## src/rtl/serial_cfg_loader.sv

```systemverilog
module serial_cfg_loader #(
  parameter int SYNC_STAGES = 2,
  parameter int R_W = 14,
  parameter int A_W = 7,
  parameter int N_W = 11
) (
  input  logic           clk,
  input  logic           rst_n,
  input  logic           cfg_sclk,
  input  logic           cfg_sdata,
  input  logic           cfg_load,
  output logic [R_W-1:0] ref_ratio,
  output logic           presc_small,
  output logic           cmp_invert,
  output logic           mon_select,
  output logic [A_W-1:0] swallow_cnt,
  output logic [N_W-1:0] main_cnt,
  output logic           ref_loaded,
  output logic           div_loaded
);

  localparam int REF_W = R_W + 3;
  localparam int DIV_W = A_W + N_W;
  localparam int SR_W  = ((REF_W > DIV_W) ? REF_W : DIV_W) + 1;

  logic [SYNC_STAGES:0] sclk_q, sdat_q, load_q;
  logic [SR_W-1:0]      sr;
  logic                 sclk_rise, load_rise, bit_in;

  always_ff @(posedge clk or negedge rst_n) begin
    if (!rst_n) begin
      sclk_q <= '0;
      sdat_q <= '0;
      load_q <= '0;
    end else begin
      sclk_q <= {sclk_q[SYNC_STAGES-1:0], cfg_sclk};
      sdat_q <= {sdat_q[SYNC_STAGES-1:0], cfg_sdata};
      load_q <= {load_q[SYNC_STAGES-1:0], cfg_load};
    end
  end

  assign sclk_rise = sclk_q[SYNC_STAGES-1] & ~sclk_q[SYNC_STAGES];
  assign load_rise = load_q[SYNC_STAGES-1] & ~load_q[SYNC_STAGES];
  assign bit_in    = sdat_q[SYNC_STAGES-1];

  always_ff @(posedge clk or negedge rst_n) begin
    if (!rst_n)         sr <= '0;
    else if (sclk_rise) sr <= {sr[SR_W-2:0], bit_in};
  end

  always_ff @(posedge clk or negedge rst_n) begin
    if (!rst_n) begin
      ref_ratio   <= '0;
      presc_small <= 1'b0;
      cmp_invert  <= 1'b0;
      mon_select  <= 1'b0;
      swallow_cnt <= '0;
      main_cnt    <= '0;
      ref_loaded  <= 1'b0;
      div_loaded  <= 1'b0;
    end else begin
      ref_loaded <= load_rise & sr[0];
      div_loaded <= load_rise & ~sr[0];
      if (load_rise) begin
        if (sr[0]) begin
          ref_ratio   <= sr[R_W:1];
          presc_small <= sr[R_W+1];
          cmp_invert  <= sr[R_W+2];
          mon_select  <= sr[R_W+3];
        end else begin
          swallow_cnt <= sr[A_W:1];
          main_cnt    <= sr[A_W+N_W:A_W+1];
        end
      end
    end
  end

  AST_SHIFT_ONLY_ON_EDGE: assert property (@(posedge clk) disable iff (!rst_n)
    !sclk_rise |=> $stable(sr));
  AST_SHIFT_TAKES_BIT: assert property (@(posedge clk) disable iff (!rst_n)
    sclk_rise |=> sr[0] == $past(bit_in));
  AST_REF_HOLD: assert property (@(posedge clk) disable iff (!rst_n)
    !ref_loaded |-> $stable({ref_ratio, presc_small, cmp_invert, mon_select}));
  AST_DIV_HOLD: assert property (@(posedge clk) disable iff (!rst_n)
    !div_loaded |-> $stable({swallow_cnt, main_cnt}));
  AST_ONE_DEST: assert property (@(posedge clk) disable iff (!rst_n)
    $onehot0({ref_loaded, div_loaded}));
  AST_REF_PULSE_SHORT: assert property (@(posedge clk) disable iff (!rst_n)
    ref_loaded |=> !ref_loaded);
  AST_DIV_PULSE_SHORT: assert property (@(posedge clk) disable iff (!rst_n)
    div_loaded |=> !div_loaded);
  AST_WRITE_NEEDS_EDGE: assert property (@(posedge clk) disable iff (!rst_n)
    (ref_loaded || div_loaded) |-> $past(load_q[SYNC_STAGES-1]) && !$past(load_q[SYNC_STAGES]));

endmodule

```

## config.mk

```make
export PLATFORM = sky130hd
export DESIGN_NAME = serial_cfg_loader
export DESIGN_NICKNAME = d
export VERILOG_FILES = /design/src/rtl/serial_cfg_loader.sv
export SDC_FILE = /design/constraint.sdc
export NUM_CORES = 1
export LEC_CHECK = 0
export ABC_AREA = 1
export BUFFER_PORTS_ARGS = -buffer_cell sky130_fd_sc_hd__buf_2
export CORE_ASPECT_RATIO = 0.5
export CORE_MARGIN = 3
export CORE_UTILIZATION = 40
export DETAILED_ROUTE_END_ITERATION = 8
export HOLD_SLACK_MARGIN = 0.02
export PLACE_DENSITY = 0.65
export SLEW_MARGIN = 20
export SYNTH_ARGS = -nofsm -noshare
export SYNTH_HDL_FRONTEND = slang
export SYNTH_SLANG_ARGS = --single-unit
```

## constraint.sdc

```tcl
create_clock -name clk -period 1.09 [get_ports clk]
set_input_delay 0.327 -clock clk [delete_from_list [all_inputs] [get_ports clk]]
set_output_delay 0.327 -clock clk [all_outputs]
set_load 0.03 [all_outputs]
```

**Yosys cells after proc, flatten, opt, wreduce, memory -nomap -nowiden**

Index checks and enable logic that the tools add are counted.

- Register bits after elaboration: 64
- Logic and storage cells: 21

- Reductions and logical operators: 2
- Bitwise gates (word level): 7

Operators by type and width:

| cell | number |
|---|---|
| bitwise AND 1 bit | 4 |
| AND reduction 2 bit | 2 |
| inverter 1 bit | 3 |

**Longest topological paths before layout**

- Word-level depth: 3
- Mapped depth: 5
- Mapped depth without buffers: 4

**Worst setup path after synthesis**

OpenSTA, ideal clock, no wires.

- Kind: flip-flop to flip-flop
- From: register load_q[2]
- To: register main_cnt[7]
- Path buffers: 1
- Stages on the path, launching flop included: 6
- Data arrival time: 869 ps
- Clock period less this slack: 986 ps
- Required time: 972 ps
- Setup slack: 104 ps
- Path through: dfrtp_1 inv_2 nand3_4 buf_6 nand2_1 nand2_1

- Cells in the longest elaborated chain, start to end: 3

RTL lines:

| item | line | RTL |
|---|---|---|
| start: declaration | 26 | `logic [SYNC_STAGES:0] sclk_q, sdat_q, load_q;` |
| start signal: assignment | 38 | `load_q <= {load_q[SYNC_STAGES-1:0], cfg_load};` |
| inverter 1 bit | 43 | `assign load_rise = load_q[SYNC_STAGES-1] & ~load_q[SYNC_STAGES];` |
| bitwise AND 1 bit | 43 |  |
| AND reduction 2 bit (no line) | -- |  |
| end signal: assignment | 72 | `main_cnt <= sr[A_W+N_W:A_W+1];` |
| end: declaration | 17 | `output logic [N_W-1:0] main_cnt,` |

Every way passes these cells.
A chain may end at the register's enable or synchronous reset.

**Worst setup path after layout**

- From: register swallow_cnt[6]
- To: output swallow_cnt[6]

RTL lines:

| item | line | RTL |
|---|---|---|
| start: declaration | 16 | `output logic [A_W-1:0] swallow_cnt,` |
| start signal: assignment | 71 | `swallow_cnt <= sr[A_W:1];` |

No word-level cell between the ends.

==> impl_metrics.json <==
{
  "critical-path-slowest-cell": "dfrtp_1",
  "drcViolationCount": 0,
  "layout-drive-gt1-share_pct": 31.1,
  "power.share.sequential_pct": 39.1,
  "postRouteAntennaNets": 0,
  "floorplan.io_pins": 42,
  "drtPass1Iterations": 4,
  "regToRegStartpoint": "load_q[2]$_DFF_PN0_",
  "combinational_group_share_of_total_power_pct": 23.1,
  "totalPowerFinal_mw": 7.86,
  "syn-mean-instance-area_um2": 9.96,
  "vias_in_the_first_global_route": 1985,
  "synthAdderAreaFrac_pct": 0,
  "groute.usage.overall_pct": 17.6,
  "rows": 19,
  "detail_route.wirelength_mm": 5.86,
  "synth.mux.area_fraction_pct": 0,
  "fp.coreArea_mm2": 0.00575,
  "min_delay_path_depth": 1,
  "grt_start_max_net_pins": 65,
  "min_from": "cfg_sdata",
  "basic_gate_share_of_the_synthesized_area_counting_and_or_nand_and_nor_cells_pct": 30.0,
  "timing.critical_path.arrival_ns": 0.87,
  "critical_path_class": "reg2out",
  "clock_skew_ns": 0.00487,
  "worstPathMaxFanout": 2,
  "cts_made_buffers": 9,
  "run_status": "finished with violations",
  "hold_end": "sdat_q[0]$_DFF_PN0_",
  "setup_ws_pre_cts_ns": -0.0239,
  "violations": "negative setup slack",
  "insertedDiodeCount": 0,
  "worstSetupStartpointType": "register",
  "critPathCaptureType": "output port",
  "critical_path.reg2reg.endpoint": "ref_ratio[4]$_DFFE_PN0P_",
  "grt_pass1_wl_mm": 9.83,
  "post_synthesis_cell_area_mm2": 0.00250,
  "max_buffers_root_to_sink": 2,
  "clkLatencyLatePin_ns": 0.32,
  "max_clock_freq_mhz": 832,
  "dr_total_vias": 2013,
  "ctsHtreeMaxLevel": 3,
  "synth.yosys.seq_area_share_pct": 64.1,
  "design.final.nets": 331,
  "start_util_pct": 43.5,
  "cell_internal_pwr_mw": 5.59,
  "total_negative_setup_slack_ns": -3.27,
  "maxSlewHeadroom_pct": 78.2,
  "synth_nets": 256,
  "synth-compound-area-share_pct": 0.200,
  "timing.critical_path.cells": "buf_6",
  "cts_root_buffer": "clkbuf_16",
  "synth.yosys.warnings": 0,
  "area.growth.synth_to_final_pct": 44.2,
  "period_minus_slack_ns": 1.20,
  "finalSetupViolCount": 37,
  "portBuffers": 41,
  "cts_tree": "done",
  "synth_top_family_by_area": "simple AND/OR/NAND/NOR gates",
  "drt_iter0_drc": 112,
  "height_of_the_chip_um": 61.9,
  "clock-sinks": 64,
  "path_delay_family": "flip-flops",
  "drt-vias-per-instance": 4.85,
  "critical_path.max_stage_delay_ns": 0.40,
  "clk_pin_slew_worst_paths_ns": 0.05,
  "critPathBufInv": 1,
  "rrSetupSlack_ns": 0.05,
  "swShare_pct": 28.9,
  "holdCritPathClass": "in2reg",
  "final_common_cell": "nand2_1",
  "dp.cells": 371,
  "dp_hpwl_mm": 3.48,
  "required_time_at_the_endpoint_of_the_critical_path_ns": 0.76,
  "timing.max_cap.violations": 0,
  "finalHoldViolCount": 0,
  "p_leak_nw": 1.95,
  "synth_xor_area_share_pct": 0,
  "vdd.ir_drop.worst_mv": 0.831,
  "timing.reg2reg.worst_path_depth": 5,
  "final_critical_path_setup_slack_ns": -0.111,
  "synth.lib_cells_used.distinct": 11,
  "synthCells": 251,
  "global_placement_routability_congestion": 0.768,
  "finalNonFillerCells": 415,
  "p_clk_share_pct": 37.7,
  "design.die.area_mm2": 0.00729,
  "timing_max_transition_violations_final": 0,
  "worst_margin_pin_slew_ns": 0.327,
  "power.density_cell_area_mw_per_mm2": 2180,
  "rsz0062_at_grt": "true",
  "grt_antenna_before_repair": 0,
  "die_width_um": 118,
  "layout_common_cells": "nand2_1 (108), dfrtp_1 (62), buf_6 (38), nand4_1 (35), buf_4 (35)",
  "synth_seq_cells": 64,
  "globalRoute.totalOverflow": 0,
  "total_switching_power_mw": 2.27,
  "routedWlPerCell_um": 14.1,
  "final_min_period_over_clock_period_pct": 110
}
[metrics by stage]
| step | area, um^2 | util [%] | hold WS, ns |
|---|---|---|---|
| floorplan | 2500 | - | 0.0314 |
| global placement | 2810 | 48.8 | 0.335 |
| detailed placement | 2810 | 48.8 | 0.336 |
| CTS | 3510 | 61.0 | 0.0984 |
| global route | 3600 | 62.7 | 0.0997 |
| finish | 3600 | 62.7 | 0.111 |
[cell families after synthesis]
group,count (synthesis)
buf+inv,23
flops,64
simple gates,163
compound gates,1
[flip-flops by register name, summed over array words and instances, names as in the netlist]
name         flops
cmp_invert       1
div_loaded       1
load_q           3
main_cnt        11
mon_select       1
presc_small      1
ref_loaded       1
ref_ratio       14
sclk_q           3
sdat_q           2
sr              19
swallow_cnt      7
[how the worst max path moves through the flow]
stage / startpoint / to / slack, ns / cells past startpoint
after floorplan: load_q[2]$_DFF_PN0_ / main_cnt[7]$_DFFE_PN0P_ / 0.10 / 5
after global placement: load_q[1]$_DFF_PN0_ / ref_ratio[10]$_DFFE_PN0P_ / 0.02 / 3
after detailed placement: load_q[1]$_DFF_PN0_ / ref_ratio[2]$_DFFE_PN0P_ / -0.02 / 3
after CTS: ref_ratio[9]$_DFFE_PN0P_ / ref_ratio[9] / -0.12 / 1
after global routing: ref_ratio[10]$_DFFE_PN0P_ / ref_ratio[10] / -0.14 / 1
final: swallow_cnt[6]$_DFFE_PN0P_ / swallow_cnt[6] / -0.11 / 1
[cell usage after synthesis]
cell     count  area share, %
dfrtp_1     64             64
nand3_1     18            3.6
buf_4        4            1.2
buf_2       10            2.0
buf_6        4            1.8
inv_1        2           0.30
inv_2        3           0.45
nand2_1    108             16
o21ai_0      1           0.20
nand3_4      2            1.4
nand4_1     35            8.8
[power groups by stage]
stage	Clock, mW	Sequential (mW)	Combinational [mW]
floorplan	0	3.45	0.443
global placement	0	3.03	1.28
detailed placement	0	3.04	1.30
CTS	3.02	3.06	1.72
global route	3.14	3.12	1.97
finish	2.97	3.07	1.82
[worst register-to-register path, delay by kind of cell, from the launching register on]
| kind | cells | cell delay, ns |
|---|---|---|
| flip-flops | 1 | 0.39 |
| buffers and inverters | 2 | 0.32 |
| AND/OR/NAND/NOR | 3 | 0.22 |
[final cells by class]
type | count | area, um^2
Tap cell | 84 | 105
Sequential cell | 64 | 1600
Multi-Input combinational cell | 165 | 772
Inverter | 5 | 23.8
Timing Repair Buffer | 81 | 781
Fill cell | 456 | 2150
Clock buffer | 14 | 284
Clock inverter | 2 | 35.0
[repair_timing]
action | CTS | global route
resized for setup | 76 | 4
cloned | 1 | 0
pin swaps | 1 | 0
hold endpoints to repair | 1 | 0
setup buffers | 15 | 11
setup endpoints to repair | 65 | 68
hold buffers | 1 | 0
[per-layer routing]
metal / part of all wire, % / GRT usage (%)
met3: 5.0 / 6.24
met4: 0.85 / 7.83
met1: 47 / 22.5
met5: 0 / 0
met2: 47 / 28.1
(Power assumes the default switching activity.)
